==> src/rtl/bpc_pkg.sv <==
package bpc_pkg;

    // Television standard selector as seen on the std_pal pin.
    typedef enum logic {
        STD_525 = 1'b0,
        STD_625 = 1'b1
    } tv_std_e;

    // Blanking target codes for each standard.
    localparam logic [7:0] TGT_525 = 8'h3C;
    localparam logic [7:0] TGT_625 = 8'h40;

    function automatic logic [7:0] target_code(input tv_std_e std);
        return (std == STD_625) ? TGT_625 : TGT_525;
    endfunction

endpackage

==> src/rtl/bpc_lpf.sv <==
// Moving-average low-pass filter feeding the back-porch detector.
module bpc_lpf #(
    parameter int DW   = 8,
    parameter int TAPS = 4
) (
    input  logic          clk,
    input  logic          rst_n,
    input  logic          pix_en,
    input  logic [DW-1:0] pix_in,
    output logic [DW-1:0] filt
);
    localparam int LOG_TAPS = $clog2(TAPS);
    localparam int SUM_W    = DW + LOG_TAPS;
    localparam int HIST     = TAPS - 1;

    typedef struct packed {
        logic [HIST-1:0][DW-1:0] hist;
    } lpf_state_t;

    lpf_state_t st_d, st_q;
    logic [SUM_W-1:0] sum;

    always_comb begin
        sum = SUM_W'(pix_in);
        for (int i = 0; i < HIST; i++) begin
            sum = sum + SUM_W'(st_q.hist[i]);
        end
        filt = sum[SUM_W-1:LOG_TAPS];

        st_d = st_q;
        if (pix_en) begin
            st_d.hist[0] = pix_in;
            for (int i = 1; i < HIST; i++) begin
                st_d.hist[i] = st_q.hist[i-1];
            end
        end
    end

    always_ff @(posedge clk) begin
        if (!rst_n) begin
            st_q <= '0;
        end else begin
            st_q <= st_d;
        end
    end

endmodule

==> src/rtl/bpc_window.sv <==
// Back-porch window: counts pixels after the line marker and averages
// the filtered samples inside the programmed window.
module bpc_window #(
    parameter int DW      = 8,
    parameter int WIN_LEN = 16,
    parameter int OFFS_W  = 8
) (
    input  logic              clk,
    input  logic              rst_n,
    input  logic              pix_en,
    input  logic              hsync,
    input  logic [OFFS_W-1:0] win_start,
    input  logic [DW-1:0]     filt,
    output logic [DW-1:0]     meas,
    output logic              meas_valid
);
    localparam int LOG_WIN = $clog2(WIN_LEN);
    localparam int ACC_W   = DW + LOG_WIN;
    localparam int CNT_W   = $clog2((1 << OFFS_W) + WIN_LEN);

    typedef struct packed {
        logic             armed;
        logic [CNT_W-1:0] idx;
        logic [ACC_W-1:0] acc;
        logic [DW-1:0]    lvl;
        logic             valid;
    } win_state_t;

    win_state_t st_d, st_q;

    logic [CNT_W-1:0] first_idx;
    logic [CNT_W-1:0] last_idx;
    logic [CNT_W-1:0] cur;
    logic             active;
    logic             in_win;
    logic             last;
    logic [ACC_W-1:0] acc_base;
    logic [ACC_W-1:0] acc_new;

    always_comb begin
        first_idx = CNT_W'(win_start);
        last_idx  = first_idx + CNT_W'(WIN_LEN - 1);
        cur       = hsync ? '0 : st_q.idx;
        active    = hsync | st_q.armed;
        in_win    = active && (cur >= first_idx) && (cur <= last_idx);
        last      = in_win && (cur == last_idx);
        acc_base  = hsync ? '0 : st_q.acc;
        acc_new   = in_win ? (acc_base + ACC_W'(filt)) : acc_base;

        st_d = st_q;
        if (pix_en) begin
            st_d.acc   = acc_new;
            st_d.armed = active && !last;
            if (active) begin
                st_d.idx = cur + CNT_W'(1);
            end
            if (last) begin
                st_d.lvl   = acc_new[ACC_W-1:LOG_WIN];
                st_d.valid = 1'b1;
            end
        end
    end

    always_ff @(posedge clk) begin
        if (!rst_n) begin
            st_q <= '0;
        end else begin
            st_q <= st_d;
        end
    end

    assign meas       = st_q.lvl;
    assign meas_valid = st_q.valid;

endmodule

==> src/rtl/bpc_dp.sv <==
// Offset-correction datapath with saturation and output register.
module bpc_dp #(
    parameter int DW = 8
) (
    input  logic          clk,
    input  logic          rst_n,
    input  logic          pix_en,
    input  logic          clamp_en,
    input  logic [DW-1:0] pix_in,
    input  logic [DW-1:0] level,
    input  logic [DW-1:0] target,
    output logic [DW-1:0] pix_out
);
    localparam int SW = DW + 2;
    localparam logic signed [SW-1:0] MAXV = SW'((1 << DW) - 1);

    typedef struct packed {
        logic [DW-1:0] out;
    } dp_state_t;

    dp_state_t st_d, st_q;
    logic signed [SW-1:0] diff;
    logic [DW-1:0]        clamped;

    always_comb begin
        diff = $signed({2'b00, pix_in}) - $signed({2'b00, level})
             + $signed({2'b00, target});
        if (diff < 0) begin
            clamped = '0;
        end else if (diff > MAXV) begin
            clamped = '1;
        end else begin
            clamped = diff[DW-1:0];
        end

        st_d = st_q;
        if (pix_en) begin
            st_d.out = clamp_en ? clamped : pix_in;
        end
    end

    always_ff @(posedge clk) begin
        if (!rst_n) begin
            st_q <= '0;
        end else begin
            st_q <= st_d;
        end
    end

    assign pix_out = st_q.out;

endmodule

==> src/rtl/bpc_top.sv <==
module bpc_top #(
    parameter int DW      = 8,
    parameter int TAPS    = 4,
    parameter int WIN_LEN = 16,
    parameter int OFFS_W  = 8
) (
    input  logic              clk,
    input  logic              rst_n,
    input  logic              pix_en,
    input  logic [DW-1:0]     pix_in,
    input  logic              hsync,
    input  logic              std_pal,
    input  logic              clamp_en,
    input  logic [OFFS_W-1:0] win_start,
    output logic [DW-1:0]     pix_out,
    output logic [DW-1:0]     blank_lvl
);
    import bpc_pkg::*;

    logic [DW-1:0] filt;
    logic [DW-1:0] meas;
    logic          meas_valid;
    logic [DW-1:0] target;
    logic [DW-1:0] level;

    assign target = DW'(target_code(tv_std_e'(std_pal)));
    assign level  = meas_valid ? meas : target;

    bpc_lpf #(.DW(DW), .TAPS(TAPS)) u_lpf (
        .clk    (clk),
        .rst_n  (rst_n),
        .pix_en (pix_en),
        .pix_in (pix_in),
        .filt   (filt)
    );

    bpc_window #(.DW(DW), .WIN_LEN(WIN_LEN), .OFFS_W(OFFS_W)) u_win (
        .clk        (clk),
        .rst_n      (rst_n),
        .pix_en     (pix_en),
        .hsync      (hsync),
        .win_start  (win_start),
        .filt       (filt),
        .meas       (meas),
        .meas_valid (meas_valid)
    );

    bpc_dp #(.DW(DW)) u_dp (
        .clk      (clk),
        .rst_n    (rst_n),
        .pix_en   (pix_en),
        .clamp_en (clamp_en),
        .pix_in   (pix_in),
        .level    (level),
        .target   (target),
        .pix_out  (pix_out)
    );

    assign blank_lvl = level;

endmodule

==> config.mk <==
export PLATFORM = sky130hd
export DESIGN_NAME = bpc_top
export DESIGN_NICKNAME = d
export VERILOG_FILES = /design/src/rtl/bpc_pkg.sv /design/src/rtl/bpc_lpf.sv /design/src/rtl/bpc_window.sv /design/src/rtl/bpc_dp.sv /design/src/rtl/bpc_top.sv
export SDC_FILE = /design/constraint.sdc
export NUM_CORES = 1
export LEC_CHECK = 0
export BUFFER_PORTS_ARGS = -buffer_cell sky130_fd_sc_hd__buf_2
export CAP_MARGIN = 30
export CORE_ASPECT_RATIO = 1.2
export CORE_MARGIN = 2
export CORE_UTILIZATION = 45
export DETAILED_ROUTE_END_ITERATION = 7
export SLEW_MARGIN = 20
export SYNTH_ARGS = -nofsm -noshare
export SYNTH_HDL_FRONTEND = slang
export SYNTH_SLANG_ARGS = --single-unit
==> constraint.sdc <==
create_clock -name clk -period 5.7 [get_ports clk]
set_input_delay 0.57 -clock clk [delete_from_list [all_inputs] [get_ports clk]]
set_output_delay 0.57 -clock clk [all_outputs]
set_load 0.005 [all_outputs]
==> results list <==
- The flow ran to the end, and the final reports show no timing, DRC or antenna violations.
- Headroom to the max-slew limit came out at 49.3%.
- Cells fill 51.5% of the core in the end.
- The die covers 0.0128 sq mm.
- FFs w/ async S/R, synth: 0%
- The number of pins with negative max-slew slack in the final report came to 0.
- Std-Cell Core Area: 0.0116 sq mm
* Critical register-to-register path endpoint: u_win.meas[5]
- Final Hold Fails: 0
- Cell area reported after detailed placement: 0.00566 sq mm
- Setup repair after global routing left no endpoint under its margin.
- The floorplan step set the die height to 123 um.
- In this run, the number of DRC markers left after iteration 0 of detailed routing was 214.
* Cell area after layout: 0.00596 sq mm
- The tool flagged a number of max-cap violations equal to 0.
- Clock latency at the later pin of the worst-skew pair: 0.33 ns
- Setup violations remaining at the end of the flow were counted as 0.
- On the critical path, the stage with the largest delay is an instance of fa_1.
- IR analysis of the VDD net gives a maximum drop of 0.183 mV.
- Clock sink total: 63
- Endpoint type of the worst setup path: flip-flop
- The cell that appears most often on the critical path is fa_1.
- In the global route stage, met3 resource usage came out at 3.27%.
- Worst setup path category: in -> reg
* Number of instances resized during post-cts repair: 0
* Global placer's final weighted congestion: 0.890
* CTS tree: done
- Synthesis produced a netlist whose cell count is 666.
- Antenna violations before repair: 0
- A synthesized cell averages 8.04 sq um.
- Once the floorplan was initialized, standard cells occupied 46.3% of the core.
* Met2 Track Usage GR: 35.1%
- The worst hold path was traced through 2 stages.
* Sum of buffers and inverters on the critical path: 3
- In the final timing run, aggregate negative setup slack is 0 ns.
- Buffers placed on the I/O ports in this run total 37.
- The final layout contains 782 nets.
- DR vias: 4669
- After synthesis the netlist holds a flip-flop and latch count of 63.
* Die Span X: 104 um
- Ratio of final minimum period to clock period: 82.0%
- Number of antenna-violating nets in the routed design: 0
* Final setup margin: 1.03 ns
- The floorplan has 43 rows.
- Count of yosys warnings during synthesis: 0
- Largest fanout of any net on the critical path: 4
- Final wirelength: 12.7 mm
- In the final routed layout, each cell accounts on average for 14.9 um.
* Post-Place Worst Slack: 0.729 ns
* Synth Net Count: 756
- Deepest level of the CTS H-tree: 3
- Leak: 2.70 nW
- Summing every instance area after synthesis gives 0.00535 sq mm.
* Power density cells: 236 mW/mm^2
- Most used cells in the layout excluding fill and tap cells: inv_1, dfxtp_1, nor2_1, ha_1, a21oi_1
- Detailed Routing Iterations Pass 1: 4
- In this run, synthesis inferred 0 flip-flops with an integrated enable.
* Crit path DAT: 4.91 ns
- Global-route wire length before repair: 21.1 mm
- Fraction of final layout cells sized beyond drive strength 1: 10.3%
- met2 is the most crowded layer.
- Dividing the detail-routed via count by the number of cells gives 5.47.
* Half-perimeter wire length after detailed placement: 9.58 mm
- Post-layout power: 0.00140 W
* Slew at the pin closest to its max-slew limit: 0.760 ns
* # IOs: 38
- Post-layout min period: 4.67 ns
- After clock tree synthesis, the clock-pin slew on the worst setup and hold paths is 0.06 ns.
* Synth cell types: 68
- The setup check on the worst reg-to-reg path leaves a slack of 1.03 ns.
- The via count of the first global-routing pass was 4416.
- The cell family contributing the most delay on the critical path is adder cells.
- Area growth from synthesis to layout: 11.3%
* Inserted Diodes: 0
- Number of cells traversed by the worst register-to-register path: 19
* Global routing met1 resource utilization: 25.9%
- The startpoint identified for the worst register-to-register timing path is u_lpf.st_q[0].
- F_max: 0.214 GHz
- Worst setup SP type: input port
* Sequence of cells on the critical path: buf_2 -> ha_1 -> inv_1 -> fa_1 -> xor2_1 -> fa_1 -> inv_1 -> fa_1 -> a21o_1 -> a21oi_1 -> o21bai_1 -> a21oi_1 -> nor2b_1 -> o21ai_0 -> nand2b_1 -> ha_1 -> or3_1 -> o21a_1 -> a31o_2 -> a311oi_1
- On the final layout, the worst clock skew is 0.00550 ns.
* Number of hold buffers added after cts: 0
- Share of the yosys chip area belonging to registers: 23.6%
- Post-CTS Setup Repair Bufs: 0
* Capture endpoint of the worst hold path: u_win.st_q[9]
* Overall fraction of global-route tracks in use: 20.4%
- Critical Path Max Stage Delay: 0.48 ns
- The total overflow left after global routing is 0.
* DRC violation count after routing: 0
- The worst hold path belongs to the class reg -> reg.
- Start point of the worst hold path: u_win.st_q[9]
- Entering global routing, the biggest net connects 60 pins.
- Number of buffers added by the clock tree synthesis step: 9
* Root Driver: clkbuf_16
- For the worst setup path, the data required time is 5.93 ns.
* Most common cell after layout, fill and taps aside: inv_1
- Flip-flop cell with the highest count after synthesis: dfxtp_1
* Number of buffers on the longest clock path: 2
## through the flow
step | std cells | hold slack, ns
2_1_floorplan | 666 | 0.449
3_3_place_gp | 838 | 0.459
3_5_place_dp | 838 | 0.469
4_1_cts | 853 | 0.479
5_1_grt | 853 | 0.492
6_report | 853 | 0.478
## flip-flops by register name, summed over array words and instances (netlist names)
signal	count
u_lpf.st_q	24
u_win.st_q	22
u_dp.pix_out	8
u_win.meas	8
u_win.meas_valid	1
## power by group
part           total [W]  internal, W  switching, W
Clock           0.000555     0.000359      0.000196
Combinational   0.000382     0.000153      0.000228
Sequential      0.000466     0.000456     0.0000102
## worst min-delay path: cells and delay by family, from the launching register on
kind / cells / cell delay, ns
AOI/OAI and AO/OA: 2 / 0.12
DFF: 1 / 0.30
## cells by family after synthesis
family / share of synthesized area [%]
compound gates: 22.3
xor+xnor: 5.40
fa+ha+maj: 17.6
buf+inv: 6.76
flops: 23.6
mux: 5.05
simple gates: 19.4
## worst max path at each step
| stage | to | start | slack [ns] | cells past startpoint |
|---|---|---|---|---|
| final | u_win.meas[5] | pix_in[0] | 1.03 | 20 |
| after global routing | u_win.st_q[19] | u_lpf.st_q[0] | 0.67 | 21 |
| after CTS | u_win.meas[5] | u_lpf.st_q[0] | 1.03 | 19 |
| after detailed placement | u_win.meas[5] | pix_in[0] | 0.73 | 20 |
| after global placement | u_win.meas[5] | pix_in[0] | 0.82 | 20 |
| after floorplan | u_win.meas[5] | pix_in[0] | 1.15 | 19 |
## per-layer routing
layer	routed length (um)	part of all wire (%)
met5	0	0
met4	245	1.9
met3	369	2.9
met2	6140	48
met1	5980	47
## cell usage after synthesis (3+ instances only)
| library cell | instances | area [sq um] |
|---|---|---|
| inv_1 | 69 | 259 |
| dfxtp_1 | 63 | 1260 |
| nor2_1 | 57 | 214 |
| ha_1 | 56 | 701 |
| a21oi_1 | 51 | 255 |
| nand2_1 | 42 | 158 |
| o21ai_0 | 41 | 205 |
| mux2i_1 | 27 | 270 |
| nor2b_1 | 26 | 163 |
| nand3_1 | 25 | 125 |
| xnor2_1 | 24 | 210 |
| a21o_1 | 15 | 113 |
| clkbuf_1 | 15 | 56.3 |
| nor3_1 | 15 | 75.1 |
| fa_1 | 12 | 240 |
| nand2b_1 | 10 | 62.6 |
| xor2_1 | 9 | 78.8 |
| and3_1 | 6 | 37.5 |
| buf_1 | 6 | 22.5 |
| nand4_1 | 6 | 37.5 |
| o21bai_1 | 6 | 45.0 |
| a211oi_1 | 5 | 37.5 |
| o21a_1 | 5 | 37.5 |
| a2111oi_2 | 4 | 60.1 |
| buf_2 | 4 | 20.0 |
| o211ai_1 | 4 | 30.0 |
| a41o_1 | 3 | 30.0 |
| and2_1 | 3 | 18.8 |
| o221ai_1 | 3 | 26.3 |
| or4_1 | 3 | 22.5 |
## final cells by class
cell class / count / area (sq um)
Fill cell: 1141 / 5610
Sequential cell: 63 / 1260
Multi-Input combinational cell: 508 / 3730
Inverter: 70 / 263
Clock inverter: 3 / 42.5
Tap cell: 157 / 196
Clock buffer: 12 / 256
Timing Repair Buffer: 40 / 208
Note: power is estimated with default switching activity, not from simulation.
